<file path="config.mk">
export PLATFORM = sky130hd
export DESIGN_NAME = irq_edge_agg
export DESIGN_NICKNAME = d
export VERILOG_FILES = /design/src/rtl/irq_edge_agg.sv
export SDC_FILE = /design/constraint.sdc
export NUM_CORES = 1
export LEC_CHECK = 0
export ABC_AREA = 1
export ABC_CLOCK_PERIOD_IN_PS = 1100
export BUFFER_PORTS_ARGS = -buffer_cell sky130_fd_sc_hd__buf_2
export CAP_MARGIN = 30
export CORE_MARGIN = 3
export CORE_UTILIZATION = 51
export CTS_CLUSTER_DIAMETER = 150
export CTS_CLUSTER_SIZE = 28
export DETAILED_ROUTE_END_ITERATION = 12
export PLACE_DENSITY = 0.82
export SYNTH_ARGS = -nofsm -noshare
export SYNTH_HDL_FRONTEND = slang
export SYNTH_SLANG_ARGS = --single-unit
</file>
<file path="constraint.sdc">
create_clock -name clk -period 1.1 [get_ports clk]
set_input_delay 0 -clock clk [delete_from_list [all_inputs] [get_ports clk]]
set_output_delay 0 -clock clk [all_outputs]
set_load 0.02 [all_outputs]
</file>
<file path="src/rtl/irq_edge_agg.sv">
module irq_edge_agg #(
  parameter int          ADDR_W    = 8,
  parameter logic [7:0]  STAT_ADDR = 8'h1F,
  parameter logic [7:0]  MASK_ADDR = 8'h27
) (
  input  logic              clk,
  input  logic              rst_n,
  input  logic [ADDR_W-1:0] addr,
  input  logic              rd_en,
  input  logic              wr_en,
  input  logic [15:0]       wdata,
  output logic [15:0]       rdata,
  input  logic [6:0]        evt_in,
  output logic              irq_ext,
  output logic              irq_codec
);
  localparam int NSRC = 7;

  logic [NSRC-1:0] sync1, sync2, prev, edg, stat, mask;
  logic            stat_hit, mask_hit, clr;

  assign stat_hit = (addr == ADDR_W'(STAT_ADDR));
  assign mask_hit = (addr == ADDR_W'(MASK_ADDR));
  assign clr      = rd_en && stat_hit;
  assign edg      = sync2 ^ prev;

  always_ff @(posedge clk or negedge rst_n) begin
    if (!rst_n) begin
      sync1 <= '0;
      sync2 <= '0;
      prev  <= '0;
      stat  <= '0;
      mask  <= '0;
    end else begin
      sync1 <= evt_in;
      sync2 <= sync1;
      prev  <= sync2;
      stat  <= (clr ? '0 : stat) | edg;
      if (wr_en && mask_hit)
        mask <= {wdata[15:13], wdata[11:8]};
    end
  end

  always_comb begin
    rdata = '0;
    if (rd_en && stat_hit)
      rdata = {stat[6:4], 1'b0, stat[3:0], 8'h00};
    else if (rd_en && mask_hit)
      rdata = {mask[6:4], 1'b0, mask[3:0], 8'h00};
  end

  assign irq_ext   = |(stat[6:4] & ~mask[6:4]);
  assign irq_codec = |(stat[3:0] & ~mask[3:0]);
endmodule

</file>
==> summary.md, run 1 <==
| Metric | Value |
|---|---|
| Status | complete, but fails checks |
| Failing checks | negative setup slack |
| Iter 0 DRT Violations | 62 |
| Yosys top cell by area | dfrtp_1 |
| Residual DRC | 0 |
| Clock slew seen by the registers of the worst setup and hold paths | 0.09 ns |
| Gpl congestion | 0.924 |
| Clock Skew | around 0.0034 ns |
| CP endpoint kind | primary output |
| CP startpoint kind | flip-flop |
| Fin crit period | between 1 and 1.5 ns |
| Most frequent cells in the layout | dfrtp_1, buf_2, nand2_1, dlygate4sd3_1, buf_4 |
| Area contributors post-synth | dfrtp_1, nand2_1, buf_4 |
| Reg area | 876 um^2 |
| CP peak stage delay | about 0.42 ns |
| Ant diodes | 0 |
| Ratio of cells with drive above 1 in the final layout | a little over a third |
| # IOs | 53 |
| RSZ-0062 raised after global routing | yes |
| Final #Nets | about 230 |
| Wirelength, routed | 2860 um |
| Slowest CP cell | dfrtp_1 |
| Pwr/cell area | 1190 nW/um^2 |
| Yosys reg bits | 35 |
| Die area | 3490 um^2 |
| Period Utilization, post-route | 109% |
| Seq/Total Area, Yosys | 61.0% |
| CTS tree | yes |
| Critical Path AT | 1.20 ns |
| Avg Cell Area, Syn | 10.7 um^2 |
| Critical Path RT | 1.10 ns |
| Pre-Repair DR Iteration Count | 5 |
| Clk Tree Root Cell | clkbuf_4 |
| Die Width | 59.1 um |
| Final setup viols | 6 |
| Htree depth | 2 |
| Core area | between 2000 and 3000 um^2 |
| Most common cell after layout, fill and taps aside | dfrtp_1 |
| Met1 wire length | 1060 um |
| Cell Area, Placed | 1590 um^2 |
| Leakage | 0.000980 uW |
| Worst r2r path cells | 4 |
| Vias per cell | ~5 |
| Synth Instances | between 100 and 150 |
| Worst Path Max Fanout | 2 |
| Number of global-route vias before repair | 1018 |
| Worst vdd ir | 1010 uV |
| Hold Crit Class | in -> reg |
| F_max | 837 MHz |
| Row count | 18 |
| Final std cells w/o fill | 228 |
| Endpoint, Worst Hold | mask[2] |
| Cts bufs inserted | 5 |
| Gr usage total | 17.7% |
| Clock Latency Late Sink | 0.33 ns |
| Synth top area share | 61.0% |
| PortBufs | 34 |
| Final WS setup | -0.0954 ns |
| First-pass GRT wire length | around 4500 um |
| Worst setup path category | reg -> out |
| Max clock buf depth | 2 |
| Area of the multi-input gates | about 460 um^2 |
| Fin area | 1930 um^2 |
| WL/cell | 12.5 um |
| Placed cells | approximately 200 |
| DPL Wire Length | about 1800 um |
| Distinct cells, synth | 22 |
| Die height | between 50 and 60 um |
| Starting Density | between 50% and 60% |
| Syn Std Cell Area | 1440 um^2 |
| Total of max-cap violations | 0 |
| Total number of vias | 1107 |
| Final hold viol count | 0 |
| # clock sinks | 35 |
| Slew Viols, Final | 0 |
| Met2 wire len | 1480 um |
| Grt total ovfl | 0 |
| Initial antenna violation count | 0 |
| Final Util | 75.0% |
| R2R setup slack | between 0.2 and 0.25 ns |
| Largest net degree at the start of global routing | 36 |
| Hold path depth | 3 |
| Yosys warning count | 0 |
| CP Cell Sequence | inv_2 > o22ai_2 > a21oi_2 > nand2_1 > buf_6 |
| Detail Route Antenna Nets | 0 |
| Highest metal used | met4 |
| R2R Path End | stat[3] |
| Reg2reg start | stat[3] |
| # fillers | 173 |
| Min-delay src | wr_en |
| Met3 WL | 252 um |
| Area Overhead vs Synth | 34.1% |
[kinds of logic (layout without fill, tap and decap cells)]
logic type / count (synthesis) / in the layout / share of synthesized area [%]
other cells: 1 / 9 / 0.261
buf+inv: 26 / 82 / 10.2
simple gates: 48 / 48 / 17.3
compound gates: 17 / 17 / 6.97
xor+xnor: 7 / 7 / 4.27
flops: 35 / 35 / 61.0
[synth_stat cells (all sizes together)]
master,n
a21oi,8
buf,11
conb,1
dfrtp,35
inv,15
nand2,27
nand3,7
nand4,3
nor2,11
o211ai,1
o21ai,7
o22ai,1
xnor2,7
[stage by stage]
stage                     hold slack [ns]  setup slack (ns)  power [uW]  setup TNS, ns
after detailed placement           0.0511            0.0968        1570              0
after CTS                          0.0422            -0.114        2300         -0.269
after floorplan                    -0.296             0.210        1500              0
after global routing               0.0454            -0.181        2430         -0.958
after global placement             0.0371             0.164        1560              0
final                              0.0499           -0.0954        2280         -0.295
[registers in the layout, summed over array words and instances, names as in the netlist]
name   count
mask       7
stat       7
prev       7
sync2      7
sync1      7
[power breakdown]
part           total (uW)  switching [uW]  internal [uW]
Combinational         237             125            112
Clock                 683             387            296
Sequential           1360            27.4           1340
Total                2280             540           1740
[worst max path at each step]
stage	slack (ns)	from	endpoint
global route	-0.18	stat[3]	irq_codec
finish	-0.1	stat[3]	irq_codec
detailed placement	0.1	addr[1]	rdata[10]
floorplan	0.21	addr[1]	rdata[13]
global placement	0.16	addr[6]	rdata[15]
CTS	-0.11	stat[2]	irq_codec
[repair_timing]
| action | 4_1_cts | 5_1_grt |
|---|---|---|
| hold buffers | 15 | 0 |
| hold endpoints to repair | 49 | 0 |
| endpoints found under the setup margin | 7 | 9 |
| pin swaps | 2 | 2 |
| setup buffers | 4 | 7 |
| resized for setup | 12 | 11 |
[critical path: cells and delay by family, from the launching register on]
family	cells	cell delay [ns]
simple gates	1	0.07
flops	1	0.42
buf+inv	2	0.19
compound gates	2	0.19
[cell type report]
class	count	area share [%]
flip-flops and latches	35	45.5
multi-input cells	81	24.0
repair buffers	60	22.7
inverters	15	2.92
clock buffers	6	2.66
well taps	30	1.95
clock inverters	1	0.260
[layer usage]
layer  vias up  global-route usage [%]
met4         0                    6.47
met2        58                    30.4
met1       511                    19.9
li1        530                       -
met3         8                    6.54
met5         -                       0
Note: power is estimated with default switching activity, not from simulation.
==> run 2, diff against run 1 <==
BUFFER_PORTS_ARGS = -buffer_cell sky130_fd_sc_hd__buf_4   (was -buffer_cell sky130_fd_sc_hd__buf_2)
CORE_MARGIN = 2   (was 3)
==> run 2 against run 1 <==
  * The flow still finishes with violations (negative setup slack)
  * Clock skew grew 0.0016 ns
  * Combinational power grew 7%
  * Clock-buffer cell count is the same
  * Critical path type unchanged
==> summary.md, run 2 (synthesis results as in run 1) <==
| Metric | Value |
|---|---|
| Status | complete, but fails checks |
| Failing checks | negative setup slack |
| Clk Tree Root Cell | clkbuf_4 |
| Gpl congestion | 0.847 (-8.4%) |
| Die Width | 57.1 um (-3.4%) |
| Largest delay share family, worst path | flip-flops |
| RSZ-0062 raised after global routing | yes |
| Largest net degree at the start of global routing | 36 (unchanged) |
| Worst vdd ir | 1240 uV (+23%) |
| WL/cell | 12.3 um (-1.6%) |
| Die height | 57.1 um (-3.4%) |
| Leakage | 0.000963 uW (-1.7%) |
| Final Util | 71.6% (-3.4 points) |
| Pwr/cell area | 1180 nW/um^2 (-0.22%) |
| Clock slew seen by the registers of the worst setup and hold paths | 0.10 ns (about the same) |
| Final hold viol count | 0 (unchanged) |
| Htree depth | 2 (unchanged) |
| # clock sinks | 35 (unchanged) |
| Critical Path AT | 1.21 ns (about the same) |
| Critical Path RT | 1.10 ns (about the same) |
| Number of global-route vias before repair | 1042 (+2.4%) |
| Hold Crit Class | in -> reg |
| Pre-Repair DR Iteration Count | 4 (-1) |
| Met3 GRT Util | 6.12% (-0.41 points) |
| CP bufs+invs | 2 (unchanged) |
| Slowest CP cell | dfrtp_1 |
| Clock Latency Late Sink | 0.32 ns (about the same) |
| CTS tree | yes |
| Initial antenna violation count | 0 (unchanged) |
| Clock Skew | 0.00497 ns (+0.00157 ns) |
| Final TNS setup | -0.319 ns (-0.0240 ns) |
| Ratio of cells with drive above 1 in the final layout | 31.8% (-3.6 points) |
| CP startpoint kind | flip-flop |
| Max clock buf depth | 2 (unchanged) |
| Most used routing layer | met2 |
| CP Cell Sequence | inv_1 > o22ai_1 > a21oi_1 > nand2_1 > buf_6 |
| Worst Path Max Fanout | 2 (unchanged) |
| Detail Route Antenna Nets | 0 (unchanged) |
| Most frequent cells in the layout | buf_4, dfrtp_1, nand2_1, dlygate4sd3_1, inv_1 |
| DPL Wire Length | 1780 um (-0.26%) |
| PortBufs | 34 (unchanged) |
| Wirelength, routed | 2750 um (-3.8%) |
| Cts bufs inserted | 5 (unchanged) |
| Total of max-cap violations | 0 (unchanged) |
| Die area | 3260 um^2 (-6.7%) |
| F_max | 825 MHz (-1.4%) |
| Final setup viols | 5 (-1) |
| Fin crit period | 1.21 ns (+0.0173 ns) |
| Slew Viols, Final | 0 (unchanged) |
| Starting Density | 53.0% (-2.9 points) |
| Met1 Resource Use GR | 18.9% (-1.0 points) |
| Met2 global-route usage | 30.0% (-0.39 points) |
| Grt total ovfl | 0 (unchanged) |
| Total number of vias | 1095 (-1.1%) |
| CP endpoint kind | primary output |
| # IOs | 53 (unchanged) |
| Iter 0 DRT Violations | 42 (-32%) |
| R2R setup slack | 0.33 ns (+0.11 ns) |
| First-pass GRT wire length | 4400 um (-2.1%) |
| Vias per cell | 4.91 (+1.1%) |
| Area Overhead vs Synth | 35.1% |
| Gr usage total | 17.8% (+0.17 points) |
| Final WS setup | -0.113 ns (-0.0173 ns) |
| Worst setup path category | reg -> out |
| Row count | 19 (+1) |
| Residual DRC | 0 (unchanged) |
| CP peak stage delay | 0.40 ns (-0.02 ns) |
| Final #Nets | 227 (-2.6%) |
| Ant diodes | 0 (unchanged) |
| Worst hold slack | 0.0540 ns (+0.00416 ns) |
| Period Utilization, post-route | 110% (+1.6 points) |
| Core area | 2710 um^2 (+5.6%) |
-- run 2: layer usage --
layer | share of wire, % | vias up
met2 | 49 | 72
met4 | 5.8 | 0
met5 | 0 | -
met3 | 9.5 | 21
met1 | 36 | 483
li1 | - | 519
-- run 2: cell type report --
| cell class | count | area, um^2 |
|---|---|---|
| well taps | 31 | 38.8 |
| clock buffers | 6 | 51.3 |
| fillers | 181 | 769 |
| repair buffers | 54 | 458 |
| flip-flops and latches | 35 | 876 |
| multi-input cells | 81 | 455 |
| inverters | 15 | 56.3 |
| clock inverters | 1 | 5.00 |
-- run 2: worst min-delay path, delay by kind of cell --
| family | cells | cell delay [ns] |
|---|---|---|
| simple gates | 1 | 0.16 |
| buf+inv | 1 | 0.12 |
| compound gates | 1 | 0.07 |
-- run 2: report_power, final --
| part | switching [uW] | internal [uW] |
|---|---|---|
| Combinational | 127 | 128 |
| Clock | 385 | 296 |
| Sequential | 25.0 | 1340 |
-- run 2: metrics by stage --
stage	setup WS [ns]	cells	instance area [um^2]	total power [uW]
5_1_grt	-0.203	223	1940	2420
3_5_place_dp	0.111	196	1670	1600
4_1_cts	-0.113	219	1900	2320
6_report	-0.113	223	1940	2300
3_3_place_gp	0.151	196	1670	1580
2_1_floorplan	0.210	142	1470	1500
-- run 2: worst paths after layout --
path	end	from	cells past startpoint
setup / recovery	irq_codec	stat[3]	5
min in group asynchronous	prev[3]	rst_n	2
setup reg to reg	stat[1]	stat[1]	3
hold reg to reg	sync2[2]	sync1[2]	0
max in group asynchronous	stat[1]	rst_n	2
hold / removal	mask[3]	wr_en	3
-- run 2: what timing repair did --
action | CTS | global route
gates resized for setup | 5 | 8
pin swaps | 2 | 2
endpoints found under the setup margin | 6 | 9
endpoints found under the hold margin | 49 | 0
hold buffers | 15 | 0
buffers inserted | 1 | 4
==> run 3, diff against run 2 <==
ABC_CLOCK_PERIOD_IN_PS = 1200   (was 1100)
CORE_UTILIZATION = 48   (was 51)
PLACE_DENSITY = 0.78   (was 0.82)
SLEW_MARGIN = 40   (was default)
clock period = 1.2 ns   (was 1.1 ns; I/O delays follow)
==> run 3 against run 2 <==
  * Total power shrank 10%
  * Via count shrank 3.9%
  * Clock skew grew 0.0054 ns
  * Design area shrank 0.64%
  * First-iteration DRC count shrank 19%
  * Wire length shrank 8.7%
  * The flow finishes with violations (design-rule violations, negative setup slack)
  * Flip-flop and latch count is the same
==> summary.md, run 3 (synthesis results as in run 1) <==
| Metric | Value |
|---|---|
| Die height | 58.7 um (+2.9%) |
| F_max | 830 MHz |
| Critical Path AT | 1.20 ns (about the same) |
| Vias per cell | 4.74 (-3.5%) |
| Most frequent cells in the layout | buf_4, dfrtp_1, nand2_1, dlygate4sd3_1, inv_1 |
| Worst Path Max Fanout | 2 (unchanged) |
| Number of global-route vias before repair | 1021 (-2.0%) |
| Critical Path RT | 1.20 ns (+0.10 ns) |
| Iter 0 DRT Violations | 34 (-19%) |
| Die Width | 58.7 um (+2.9%) |
| Final Util | 68.7% (-2.9 points) |
| Total Power | 2070 uW (-10%) |
| Htree depth | 2 (unchanged) |
| Residual DRC | 9 (+9) |
| Final std cells w/o fill | 222 (-0.45%) |
| # clock sinks | 35 (unchanged) |
| Largest delay share family, worst path | flip-flops |
| Clock slew seen by the registers of the worst setup and hold paths | 0.10 ns (about the same) |
| CP peak stage delay | 0.41 ns (about the same) |
| Most used cell, CP | buf_4 |
| Slew Viols, Final | 0 (unchanged) |
| Core area | 2810 um^2 (+3.5%) |
| Worst setup path category | reg -> out |
| Grt total ovfl | 0 (unchanged) |
| Fin crit period | 1.20 ns |
| Die area | 3450 um^2 (+5.8%) |
| Detail Route Antenna Nets | 0 (unchanged) |
| Slowest CP cell | dfrtp_1 |
| Final #Nets | 225 (-0.88%) |
| Area Overhead vs Synth | 34.2% |
| CP bufs+invs | 2 (unchanged) |
| Starting Density | 51.2% (-1.8 points) |
| Ant diodes | 0 (unchanged) |
| Status | complete, but fails checks |
| DPL Wire Length | 1710 um (-4.1%) |
| Final hold viol count | 0 (unchanged) |
| PortBufs | 34 (unchanged) |
| Failing checks | design-rule violations, negative setup slack |
| Final TNS setup | -0.00457 ns (+0.314 ns) |
| CP startpoint kind | flip-flop |
| CTS tree | yes |
| Gr usage total | 16.4% (-1.5 points) |
| Cts bufs inserted | 5 (unchanged) |
| RSZ-0062 raised after global routing | yes |
| Pwr/cell area | 1070 nW/um^2 (-9.4%) |
| Gpl congestion | 0.826 (-2.5%) |
| First-pass GRT wire length | 4100 um (-6.9%) |
| CP endpoint kind | primary output |
| Final setup viols | 1 (-4) |
| Worst vdd ir | 821 uV (-34%) |
| Final WS setup | -0.00457 ns (+0.108 ns) |
| Hold Crit Class | in -> reg |
| Wirelength, routed | 2510 um (-8.7%) |
| Leakage | 0.000943 uW (-2.1%) |
| CP Cell Sequence | buf_4 > nor2_2 > a21oi_2 > buf_4 |
| # IOs | 53 (unchanged) |
| Total number of vias | 1052 (-3.9%) |
| Ratio of cells with drive above 1 in the final layout | 32.5% (+0.69 points) |
| Clk Tree Root Cell | clkbuf_4 |
| WL/cell | 11.3 um (-8.3%) |
| Initial antenna violation count | 0 (unchanged) |
| Largest net degree at the start of global routing | 36 (unchanged) |
| Pre-Repair DR Iteration Count | 9 (+5) |
| Clock Skew | 0.0104 ns (+0.00540 ns) |
| Placed cells | 196 (unchanged) |
| Clock Latency Late Sink | 0.33 ns (about the same) |
| Total of max-cap violations | 0 (unchanged) |
| Worst hold slack | 0.0633 ns (+0.00926 ns) |
| Most common cell after layout, fill and taps aside | buf_4 |
| Period Utilization, post-route | 100% |
| Row count | 19 (unchanged) |
| Max clock buf depth | 2 (unchanged) |
-- run 3: per-stage QoR --
stage,cell area [um^2],setup WS (ns)
after floorplan,1470,0.310
after global placement,1670,0.245
after detailed placement,1670,0.174
after CTS,1890,-0.0132
after global routing,1930,-0.0650
final,1930,-0.00457
-- run 3: worst paths after layout --
check                      startpoint         to  slack, ns  cells after the start
min in group asynchronous       rst_n   sync1[2]       0.14                      2
setup / recovery              stat[2]  rdata[10]     -0.005                      4
max in group asynchronous       rst_n    mask[6]       0.75                      2
setup reg to reg              mask[2]    mask[2]       0.41                      3
hold / removal                  wr_en    mask[5]       0.06                      3
hold reg to reg              sync1[0]   sync2[0]       0.36                      0
-- run 3: repair_timing --
action	CTS	global route
hold buffers	15	0
gates resized for setup	2	9
setup endpoints to repair	1	4
pin swaps	2	2
buffers inserted	1	2
endpoints found under the hold margin	49	0
-- run 3: worst reg2reg max path: cells and delay by family, from the launching register on --
family,cells,cell delay [ns]
buffers and inverters,1,0.15
and+or+nand+nor,1,0.05
AOI/OAI and AO/OA,1,0.06
DFF,1,0.43
-- run 3: final cells by class --
class,count,area [um^2]
well taps,31,38.8
flip-flops and latches,35,876
clock inverters,2,12.5
clock buffers,6,41.3
fillers,202,877
repair buffers,52,432
inverters,15,56.3
multi-input cells,81,472
-- run 3: power by group --
part / total, uW / leakage, uW / internal [uW] / switching, uW
combinational: 231 / 0.000531 / 119 / 112
clock: 588 / 0.0000282 / 226 / 363
sequential: 1250 / 0.000384 / 1230 / 23.6
-- run 3: per-layer routing --
| metal | track usage [%] | part of all wire, % | vias to the layer above |
|---|---|---|---|
| li1 | - | - | 514 |
| met1 | 16.7 | 39 | 476 |
| met2 | 28.4 | 49 | 52 |
| met3 | 6.15 | 8.1 | 10 |
| met4 | 9.74 | 3.5 | 0 |
| met5 | 0 | 0 | - |
